$ cat config.mk
export PLATFORM = sky130hd
export DESIGN_NAME = dram_refresh_seq
export DESIGN_NICKNAME = d
export VERILOG_FILES = /design/src/rtl/dram_ref_pkg.sv /design/src/rtl/dram_ref_init_ctl.sv /design/src/rtl/dram_ref_interval.sv /design/src/rtl/dram_ref_strobe.sv /design/src/rtl/dram_refresh_seq.sv
export SDC_FILE = /design/constraint.sdc
export NUM_CORES = 1
export LEC_CHECK = 0
export ABC_AREA = 1
export BUFFER_PORTS_ARGS = -buffer_cell sky130_fd_sc_hd__buf_4
export CORE_MARGIN = 2
export CORE_UTILIZATION = 45
export DETAILED_ROUTE_END_ITERATION = 7
export SETUP_SLACK_MARGIN = 0.3
export SLEW_MARGIN = 20
export SYNTH_ARGS = -nofsm -noshare
export SYNTH_HDL_FRONTEND = slang
export SYNTH_HIERARCHICAL = 1
export SYNTH_SLANG_ARGS = --single-unit
export TNS_END_PERCENT = 5
$ cat constraint.sdc
create_clock -name clk -period 2.01 [get_ports clk]
set_clock_uncertainty 0.1 [all_clocks]
set_input_delay 0.1005 -clock clk [delete_from_list [all_inputs] [get_ports clk]]
set_output_delay 0.1005 -clock clk [all_outputs]
set_load 0.005 [all_outputs]
$ cat src/rtl/dram_ref_pkg.sv
package dram_ref_pkg;

  typedef enum logic [1:0] {
    PH_PAUSE = 2'd0,
    PH_DUMMY = 2'd1,
    PH_RUN   = 2'd2
  } init_phase_t;

  typedef enum logic [1:0] {
    ST_IDLE   = 2'd0,
    ST_LEAD   = 2'd1,
    ST_ACTIVE = 2'd2,
    ST_PRECH  = 2'd3
  } strobe_state_t;

  typedef enum logic {
    MODE_CBR   = 1'b0,
    MODE_RONLY = 1'b1
  } ref_mode_t;

endpackage

$ cat src/rtl/dram_ref_init_ctl.sv
module dram_ref_init_ctl
  import dram_ref_pkg::*;
#(
  parameter int INIT_PAUSE_CYC = 10000,
  parameter int DUMMY_CYCLES   = 8
) (
  input  logic clk,
  input  logic rst_n,
  input  logic cyc_done,
  input  logic cyc_start,
  output logic dummy_req,
  output logic init_done
);

  localparam int PW = $clog2(INIT_PAUSE_CYC + 1);
  localparam int DW = $clog2(DUMMY_CYCLES + 1);
  localparam logic [PW-1:0] PAUSE_LOAD = PW'(INIT_PAUSE_CYC - 1);
  localparam logic [DW-1:0] DUMMY_LAST = DW'(DUMMY_CYCLES - 1);

  init_phase_t    phase_q, phase_d;
  logic [PW-1:0]  pause_q, pause_d;
  logic [DW-1:0]  dummy_q, dummy_d;

  always_comb begin
    phase_d = phase_q;
    pause_d = pause_q;
    dummy_d = dummy_q;
    unique case (phase_q)
      PH_PAUSE: begin
        if (pause_q == '0) phase_d = PH_DUMMY;
        else               pause_d = pause_q - 1'b1;
      end
      PH_DUMMY: begin
        if (cyc_done) begin
          if (dummy_q == DUMMY_LAST) phase_d = PH_RUN;
          else                       dummy_d = dummy_q + 1'b1;
        end
      end
      default: ;
    endcase
  end

  always_ff @(posedge clk or negedge rst_n) begin
    if (!rst_n) begin
      phase_q <= PH_PAUSE;
      pause_q <= PAUSE_LOAD;
      dummy_q <= '0;
    end else begin
      phase_q <= phase_d;
      pause_q <= pause_d;
      dummy_q <= dummy_d;
    end
  end

  assign dummy_req = (phase_q == PH_DUMMY);
  assign init_done = (phase_q == PH_RUN);

  p_no_start_in_pause_r2: assert property (@(posedge clk) disable iff (!rst_n)
    (phase_q == PH_PAUSE) |-> !cyc_start);

  p_ready_sticky_r3: assert property (@(posedge clk) disable iff (!rst_n)
    init_done |=> init_done);

  p_ready_after_done_r3: assert property (@(posedge clk) disable iff (!rst_n)
    $rose(init_done) |-> $past(cyc_done));

endmodule

$ cat src/rtl/dram_ref_interval.sv
module dram_ref_interval #(
  parameter int REF_INTERVAL = 780,
  parameter int MAX_PENDING  = 4
) (
  input  logic clk,
  input  logic rst_n,
  input  logic run_en,
  input  logic take,
  output logic has_pending,
  output logic queue_full
);

  localparam int IW  = $clog2(REF_INTERVAL);
  localparam int PDW = $clog2(MAX_PENDING + 1);
  localparam logic [IW-1:0]  TICK_AT = IW'(REF_INTERVAL - 1);
  localparam logic [PDW-1:0] PEND_MAX = PDW'(MAX_PENDING);

  logic [IW-1:0]  tmr_q, tmr_d;
  logic [PDW-1:0] pend_q, pend_d;
  logic           tick;

  assign tick = run_en && (tmr_q == TICK_AT);

  always_comb begin
    tmr_d = tmr_q;
    if (run_en) begin
      if (tick) tmr_d = '0;
      else      tmr_d = tmr_q + 1'b1;
    end
  end

  always_comb begin
    pend_d = pend_q;
    unique case ({tick, take})
      2'b10: if (pend_q != PEND_MAX) pend_d = pend_q + 1'b1;
      2'b01: pend_d = pend_q - 1'b1;
      default: ;
    endcase
  end

  always_ff @(posedge clk or negedge rst_n) begin
    if (!rst_n) begin
      tmr_q  <= '0;
      pend_q <= '0;
    end else begin
      tmr_q  <= tmr_d;
      pend_q <= pend_d;
    end
  end

  assign has_pending = (pend_q != '0);
  assign queue_full  = (pend_q == PEND_MAX);

  p_pend_bound_r10: assert property (@(posedge clk) disable iff (!rst_n)
    pend_q <= PEND_MAX);

  p_take_needs_entry_r11: assert property (@(posedge clk) disable iff (!rst_n)
    take |-> has_pending);

  p_collide_hold_r9: assert property (@(posedge clk) disable iff (!rst_n)
    (tick && take) |=> $stable(pend_q));

endmodule

$ cat src/rtl/dram_ref_strobe.sv
module dram_ref_strobe
  import dram_ref_pkg::*;
#(
  parameter int LEAD_CYC = 1,
  parameter int RAS_CYC  = 3,
  parameter int RP_CYC   = 2,
  parameter int ROW_BITS = 10
) (
  input  logic                clk,
  input  logic                rst_n,
  input  logic                start,
  input  logic                ronly_sel,
  output logic                busy,
  output logic                cyc_done,
  output logic                ras_n,
  output logic                cas_n,
  output logic                addr_en,
  output logic [ROW_BITS-1:0] row_addr
);

  localparam int M1   = (LEAD_CYC > RAS_CYC) ? LEAD_CYC : RAS_CYC;
  localparam int MAXC = (M1 > RP_CYC) ? M1 : RP_CYC;
  localparam int CW   = $clog2(MAXC + 1);
  localparam logic [CW-1:0] LEAD_LOAD = CW'(LEAD_CYC - 1);
  localparam logic [CW-1:0] RAS_LOAD  = CW'(RAS_CYC - 1);
  localparam logic [CW-1:0] RP_LOAD   = CW'(RP_CYC - 1);

  strobe_state_t       st_q, st_d;
  logic [CW-1:0]       cnt_q, cnt_d;
  ref_mode_t           mode_q, mode_d;
  logic [ROW_BITS-1:0] row_q, row_d;
  logic                cnt_zero;

  assign cnt_zero = (cnt_q == '0);

  always_comb begin
    st_d   = st_q;
    cnt_d  = cnt_q;
    mode_d = mode_q;
    unique case (st_q)
      ST_IDLE: begin
        if (start) begin
          st_d   = ST_LEAD;
          cnt_d  = LEAD_LOAD;
          mode_d = ronly_sel ? MODE_RONLY : MODE_CBR;
        end
      end
      ST_LEAD: begin
        if (cnt_zero) begin
          st_d  = ST_ACTIVE;
          cnt_d = RAS_LOAD;
        end else begin
          cnt_d = cnt_q - 1'b1;
        end
      end
      ST_ACTIVE: begin
        if (cnt_zero) begin
          st_d  = ST_PRECH;
          cnt_d = RP_LOAD;
        end else begin
          cnt_d = cnt_q - 1'b1;
        end
      end
      ST_PRECH: begin
        if (cnt_zero) st_d  = ST_IDLE;
        else          cnt_d = cnt_q - 1'b1;
      end
      default: st_d = ST_IDLE;
    endcase
  end

  assign cyc_done = (st_q == ST_PRECH) && cnt_zero;

  always_comb begin
    row_d = row_q;
    if (cyc_done && (mode_q == MODE_RONLY)) row_d = row_q + 1'b1;
  end

  always_ff @(posedge clk or negedge rst_n) begin
    if (!rst_n) begin
      st_q   <= ST_IDLE;
      cnt_q  <= '0;
      mode_q <= MODE_CBR;
      row_q  <= '0;
    end else begin
      st_q   <= st_d;
      cnt_q  <= cnt_d;
      mode_q <= mode_d;
      row_q  <= row_d;
    end
  end

  logic strobe_phase;
  assign strobe_phase = (st_q == ST_LEAD) || (st_q == ST_ACTIVE);

  assign busy     = (st_q != ST_IDLE);
  assign ras_n    = (st_q != ST_ACTIVE);
  assign cas_n    = !(strobe_phase && (mode_q == MODE_CBR));
  assign addr_en  = strobe_phase && (mode_q == MODE_RONLY);
  assign row_addr = row_q;

  p_cas_leads_ras_r4: assert property (@(posedge clk) disable iff (!rst_n)
    ($fell(ras_n) && (mode_q == MODE_CBR)) |-> (!cas_n && $past(!cas_n)));

  p_cas_idle_ronly_r5: assert property (@(posedge clk) disable iff (!rst_n)
    (busy && (mode_q == MODE_RONLY)) |-> cas_n);

  p_addr_leads_ras_r5: assert property (@(posedge clk) disable iff (!rst_n)
    ($fell(ras_n) && (mode_q == MODE_RONLY)) |-> (addr_en && $past(addr_en)));

  p_row_step_r7: assert property (@(posedge clk) disable iff (!rst_n)
    (cyc_done && (mode_q == MODE_RONLY)) |=> (row_addr == $past(row_addr) + 1'b1));

  p_ras_rise_prech_r6: assert property (@(posedge clk) disable iff (!rst_n)
    $rose(ras_n) |-> (st_q == ST_PRECH));

  p_no_start_busy_r9: assert property (@(posedge clk) disable iff (!rst_n)
    (busy && !cyc_done) |=> busy);

endmodule

$ cat src/rtl/dram_refresh_seq.sv
module dram_refresh_seq #(
  parameter int INIT_PAUSE_CYC = 10000,
  parameter int DUMMY_CYCLES   = 8,
  parameter int REF_INTERVAL   = 780,
  parameter int MAX_PENDING    = 4,
  parameter int LEAD_CYC       = 1,
  parameter int RAS_CYC        = 3,
  parameter int RP_CYC         = 2,
  parameter int ROW_BITS       = 10
) (
  input  logic                clk,
  input  logic                rst_n,
  input  logic                ras_only_sel,
  input  logic                ref_gnt,
  output logic                ref_req,
  output logic                ref_urgent,
  output logic                busy,
  output logic                init_done,
  output logic                ras_n,
  output logic                cas_n,
  output logic                addr_en,
  output logic [ROW_BITS-1:0] row_addr
);

  logic [1:0] rst_sync_q;
  logic       rst_int_n;

  always_ff @(posedge clk or negedge rst_n) begin
    if (!rst_n) rst_sync_q <= 2'b00;
    else        rst_sync_q <= {rst_sync_q[0], 1'b1};
  end
  assign rst_int_n = rst_sync_q[1];

  logic dummy_req, cyc_done, cyc_start, take, has_pending, queue_full;

  assign take      = !busy && init_done && has_pending && ref_gnt;
  assign cyc_start = !busy && (dummy_req || take);

  dram_ref_init_ctl #(
    .INIT_PAUSE_CYC (INIT_PAUSE_CYC),
    .DUMMY_CYCLES   (DUMMY_CYCLES)
  ) u_init (
    .clk       (clk),
    .rst_n     (rst_int_n),
    .cyc_done  (cyc_done),
    .cyc_start (cyc_start),
    .dummy_req (dummy_req),
    .init_done (init_done)
  );

  dram_ref_interval #(
    .REF_INTERVAL (REF_INTERVAL),
    .MAX_PENDING  (MAX_PENDING)
  ) u_interval (
    .clk         (clk),
    .rst_n       (rst_int_n),
    .run_en      (init_done),
    .take        (take),
    .has_pending (has_pending),
    .queue_full  (queue_full)
  );

  dram_ref_strobe #(
    .LEAD_CYC (LEAD_CYC),
    .RAS_CYC  (RAS_CYC),
    .RP_CYC   (RP_CYC),
    .ROW_BITS (ROW_BITS)
  ) u_strobe (
    .clk       (clk),
    .rst_n     (rst_int_n),
    .start     (cyc_start),
    .ronly_sel (ras_only_sel),
    .busy      (busy),
    .cyc_done  (cyc_done),
    .ras_n     (ras_n),
    .cas_n     (cas_n),
    .addr_en   (addr_en),
    .row_addr  (row_addr)
  );

  assign ref_req    = init_done && has_pending && !busy;
  assign ref_urgent = queue_full;

  p_req_not_busy_r9: assert property (@(posedge clk) disable iff (!rst_int_n)
    ref_req |-> !busy);

  p_gnt_starts_r9: assert property (@(posedge clk) disable iff (!rst_int_n)
    (ref_req && ref_gnt) |=> (busy && !ras_n == 1'b0));

  p_idle_gnt_ignored_r11: assert property (@(posedge clk) disable iff (!rst_int_n)
    (init_done && !busy && !ref_req) |=> !busy);

  p_reset_quiet_r1: assert property (@(posedge clk)
    !rst_int_n |-> (ras_n && cas_n && !init_done && !ref_req));

endmodule

* Word level (Yosys, flattened, before mapping)
Cells that the tools add are included.
Cells by class: equal/unequal tests 21, multiplexer cells 18, bitwise gates (word level) 3, reductions and logical operators 30, $add $sub $neg 7
Operator list (number):
- $mux W2 | 11
- $add A10 B1 Y10 const B | 2
- $pmux W2 S4 | 2
- $logic_not A14 Y1 | 1
- $ne A2 B1 Y1 const B | 7
- $sub A14 B1 Y14 const B | 1
- $logic_and A1 B1 Y1 | 11
- $eq A10 B10 Y1 const B | 1
- $mux W10 | 1
- $eq A2 B2 Y1 const B | 4
- $reduce_and A2 Y1 | 4
- $reduce_and A4 Y1 | 2
- $eq A2 B1 Y1 const B | 3
- $logic_not A2 Y1 | 3
- $ne A2 B2 Y1 const B | 3
- $pmux W3 S2 | 1
- $reduce_bool A2 Y1 | 3
- $add A4 B1 Y4 const B | 1
- $eq A4 B3 Y1 const B | 1
- $pmux W2 S2 | 1
- $add A3 B1 Y3 const B | 1
- $eq A3 B3 Y1 const B | 1
- $mux W3 | 1
- $ne A3 B3 Y1 const B | 1
- 8 further kinds | 12
Word-level totals: register bits 50, output and inout bits 17, input port bits 4

* Logic depth before layout (Yosys ltp)
depth after elaboration 9, depth in mapped cells 13, mapped depth without buffers 13

* Modules after synthesis
The synthesis kept the hierarchy.
Modules (own cells, without submodules):
- dram_ref_init_ctl | sequential area each 510.5 um2, area each 1138.6 um2, instances 1, cells each 153
- dram_ref_strobe | sequential area each 375.4 um2, area each 890.9 um2, instances 1, cells each 110
- dram_ref_interval | sequential area each 325.3 um2, area each 794.5 um2, instances 1, cells each 105
- dram_refresh_seq | sequential area each 50.0 um2, area each 88.8 um2, instances 1, cells each 10

* Least setup slack after synthesis
No wires, ideal clock.
path kind register to register, from register u_init.phase_q[0], to register u_interval.pend_q[1], slack 0.035 ns, required time 1.836 ns, clock period less this slack 1.975 ns, arrival 1.801 ns, library setup time 0.074 ns, path buffers 1, cell stages (with the launch flop) 11, cell sequence dfrtp_1 -> nor2_1 -> buf_4 -> nand2_2 -> nor2_2 -> nand3_4 -> nand2_2 -> fa_1 -> inv_1 -> nand2_2 -> o21ai_2
On the way: word-level cells in the longest chain between the ends 7, elaborated cells on any way between the ends 11
RTL lines:
- start, declared | RTL line dram_ref_init_ctl.sv:20 | init_phase_t phase_q, phase_d;
- start signal, assigned | RTL line dram_ref_init_ctl.sv:49 | phase_q <= phase_d;
- $eq A2 B2 Y1 * | RTL line dram_ref_init_ctl.sv:56 | assign init_done = (phase_q == PH_RUN);
- named net init_done | RTL line dram_refresh_seq.sv:18 | output logic init_done,
- $logic_and A1 B1 Y1 (3 in series) | RTL line dram_refresh_seq.sv:36 | assign take = !busy && init_done && has_pending && ref_gnt;
- $eq A2 B2 Y1 / $eq A2 B1 Y1 (equally long branches) | RTL line dram_ref_interval.sv:34 | unique case ({tick, take})
- $ne A2 B1 Y1 (no line) / $reduce_bool A2 Y1 (equally long branches)
- $reduce_and A2 Y1 (no line)
- end signal, assigned | RTL line dram_ref_interval.sv:47 | pend_q <= pend_d;
- end, declared | RTL line dram_ref_interval.sv:19 | logic [PDW-1:0] pend_q, pend_d;
Mark *: on every way through the listed nets, which the timed path passes. The rest lies on a longest branch. A chain may end at the register's enable or synchronous reset.

* Worst setup path in the final report
from register u_init.phase_q[0], to register u_interval.pend_q[1]
On the way: word-level cells in the longest chain between the ends 7, elaborated cells on any way between the ends 11
RTL lines:
- $eq A2 B2 Y1 * | RTL line dram_ref_init_ctl.sv:56
- $logic_and A1 B1 Y1 * (3 in series) | RTL line dram_refresh_seq.sv:36
- named net take | RTL line dram_refresh_seq.sv:34 | logic dummy_req, cyc_done, cyc_start, take, has_pending, queue_full;
- $eq A2 B2 Y1 / $eq A2 B1 Y1 (equally long branches) | RTL line dram_ref_interval.sv:34
- $ne A2 B1 Y1 (no line) / $reduce_bool A2 Y1 (equally long branches)
- $reduce_and A2 Y1 (no line)
Marked as above.

==> flow_metrics.env <==
export IMPL_outcome="finished clean"
export IMPL_core_region_area_um2=6310
export IMPL_grt_usage_pct=16.3
export IMPL_synth_cell_types=32
export IMPL_synth_top_cell_area_share_pct=36.1
export IMPL_required_ns=2.12
export IMPL_r2r_cells=9
export IMPL_path_cells="nor2_4 -> buf_12 -> nand4_4 -> inv_2 -> nand2_4 -> fa_2 -> inv_2 -> nand2_2 -> o21ai_2"
export IMPL_wl_per_cell_um=10.7
export IMPL_power_density_nw_per_um2=889
export IMPL_clk_pin_slew_ns=0.10
export IMPL_layout_drive_gt1_share_pct=21.4
export IMPL_hpwl_mm=3.75
export IMPL_insertedDiodeCount=0
export IMPL_yosys_warnings=6
export IMPL_synth_ff_type="dfrtp_1"
export IMPL_rsz0062_at_grt="yes"
export IMPL_grt_pass1_vias=2275
export IMPL_r2r_start="u_init/phase_q[0]"
export IMPL_ioPinCount=21
export IMPL_clk_latency_ns=0.31
export IMPL_num_vias=2354
export IMPL_cts_sinks=50
export IMPL_stdcell_area_um2=3460
export IMPL_holdWs_ns=0.103
export IMPL_wl_mm=5.35
export IMPL_p_leak_nw=1.86
export IMPL_instances_no_fill=498
export IMPL_fin_ws_ns=0.181
export IMPL_ys_seq_area_share_pct=43.3
export IMPL_ys_top_cells_by_count="nand2_1 (118), inv_1 (58), nor2_1 (43), dfrtp_1 (42), nand3_1 (22)"
export IMPL_port_buffer_count=20
export IMPL_antenna_found_initial=0
export IMPL_viasPerCell=4.73
export IMPL_gp_congestion=0.771
export IMPL_dieWidth_um=84.5
export IMPL_ys_async_sr_fraction_pct=100
export IMPL_final_util_pct=54.9
export IMPL_slew_viol_final=0
export IMPL_fill_cells=594
export IMPL_finalCritPeriodShare_pct=91.0
export IMPL_synth_area_um2=2910
export IMPL_grt_pass1_wl_mm=9.62
export IMPL_hold_violations=0
export IMPL_die_y_um=84.5
export IMPL_cp_arrival_ns=1.94
export IMPL_reg2reg_to="u_interval/pend_q[1]"
export IMPL_path_buf_inv=3
export IMPL_place_ws_ns=0.0345
export IMPL_ff2ff_setup_slack_ns=0.18
export IMPL_cts_buffers=5
export IMPL_first_pass_iters=4
export IMPL_crit_slowest_cell="fa_2"
export IMPL_postSynthAreaPerCell_um2=7.71
export IMPL_crit_top_cell="inv_2"
export IMPL_yosys_area_top_type="dfrtp_1"
export IMPL_synth_edf_count=0
export IMPL_synth_nets=394
export IMPL_drt_initial_drc_count=87
export IMPL_max_cap_violations=0
export IMPL_crit_family="adder cells"
export IMPL_critical_path_max_fanout=4
export IMPL_nets=436
export IMPL_cts_tree="done"
export IMPL_grt_overflow=0
export IMPL_root_buffer="clkbuf_8"
export IMPL_ctsHtreeMaxLevel=2
export IMPL_synth_seq_cells=50
export IMPL_irDropWorstVdd_v=0.000641
export IMPL_clockBufferDepth=2
export IMPL_max_stage_delay_ns=0.52
export IMPL_hold_class="reg2async"
export IMPL_drc=0
export IMPL_crit_type="reg2reg"
export IMPL_area_growth_pct=18.9
export IMPL_netlist_instances=378
export IMPL_placed_cells=476
export IMPL_startpoint_type="register"
export IMPL_synthTopCellsByArea="dfrtp_1 (36%), nand2_1 (15%), inv_1 (7.5%)"
export IMPL_fin_setup_tns_ns=0
export IMPL_start_util_pct=46.1
export IMPL_period_needed_ns=1.83
export IMPL_total_power_mw=3.08
export IMPL_setup_viol=0
export IMPL_dieArea_um2=7130
export IMPL_row_count=29
export IMPL_grt_max_degree=33
export IMPL_drtAntennaViolNets=0
export IMPL_post_synth_top_count_cell="nand2_1"
export IMPL_endpoint_kind="register"
export IMPL_timing_fmax_ghz=0.547
export IMPL_dpl_cell_area_um2=3190
[worst register-to-register path, stage by stage, from the launching register on]
cell,delay [ns]
dfrtp_2,0.45
nor2_4,0.17
buf_12,0.12
nand4_4,0.09
inv_2,0.09
nand2_4,0.05
fa_2,0.52
inv_2,0.03
nand2_2,0.06
o21ai_2,0.05
[how the worst max path moves through the flow]
stage	cells past startpoint	startpoint	to
floorplan	11	u_strobe/st_q[1]	u_interval/pend_q[1]
global placement	11	u_strobe/st_q[0]	u_interval/pend_q[1]
detailed placement	11	u_strobe/st_q[0]	u_interval/pend_q[1]
CTS	10	u_init/phase_q[1]	u_interval/pend_q[1]
global route	9	u_init/phase_q[0]	u_interval/pend_q[1]
finish	9	u_init/phase_q[0]	u_interval/pend_q[1]
[cell type report]
| class | instances | area, um2 | area share [%] |
|---|---|---|---|
| multi-input cells | 264 | 1440 | 41.6 |
| flip-flops and latches | 50 | 1260 | 36.5 |
| repair buffers | 37 | 310 | 8.96 |
| inverters | 62 | 238 | 6.86 |
| well taps | 77 | 96.3 | 2.78 |
| clock buffers | 5 | 68.8 | 1.99 |
| clock inverters | 3 | 45.0 | 1.30 |
[placed cells by master, fill, tap and decap left out, types with 3 or more instances in the layout]
cell type,Yosys,routed
nand2_1,118,118
inv_1,58,52
nor2_1,43,42
dfrtp_1,42,40
buf_4,1,32
nand3_1,22,21
o21ai_0,12,11
xnor2_1,10,10
ha_1,11,8
dfstp_2,8,8
inv_2,3,7
nor2_4,4,6
nand2_2,7,6
xor2_1,6,6
nand4_1,6,6
clkbuf_8,0,5
nor2_2,5,4
a21oi_1,4,4
dlygate4sd3_1,0,3
nand2_4,2,3
[power by group]
part	total (mW)	internal, mW	switching, mW	leakage, nW
clock	0.731	0.371	0.360	0.0504
combinational	1.13	0.529	0.600	1.19
sequential	1.22	1.12	0.0997	0.623
[kinds of logic (layout without fill, tap and decap cells)]
family / count (synthesis) / count (layout) / share of synthesized area [%]
adder cells (fa/ha/maj): 12 / 12 / 5.41
XOR/XNOR: 16 / 16 / 4.81
AND/OR/NAND/NOR: 213 / 213 / 33.2
buffers and inverters: 64 / 107 / 8.93
other: 1 / 1 / 0.129
AO/OA/AOI/OAI: 22 / 22 / 4.21
flip-flops: 50 / 50 / 43.3
[registers in the layout (all words and copies together), names as in the netlist]
register / count
u_init/dummy_q: 4
rst_sync_q: 2
u_strobe/cnt_q: 2
u_init/pause_q: 14
u_interval/tmr_q: 10
u_strobe/row_addr: 10
u_init/phase_q: 2
u_strobe/st_q: 2
u_strobe/mode_q: 1
u_interval/pend_q: 3
[metal layers]
metal | wire length, um | global-route usage (%)
met1 | 2590 | 20.4
met2 | 2530 | 28.7
met3 | 171 | 3.44
met4 | 57 | 4.33
met5 | 0 | 0
[what timing repair did]
item | in CTS | in global routing
gates resized for setup | 10 | 3
setup buffers | 11 | 0
endpoints found under the hold margin | 3 | 0
setup endpoints to repair | 16 | 22
hold buffers | 3 | 0
pin swaps | 3 | 3
No activity file was read; power rests on OpenSTA's default activity.
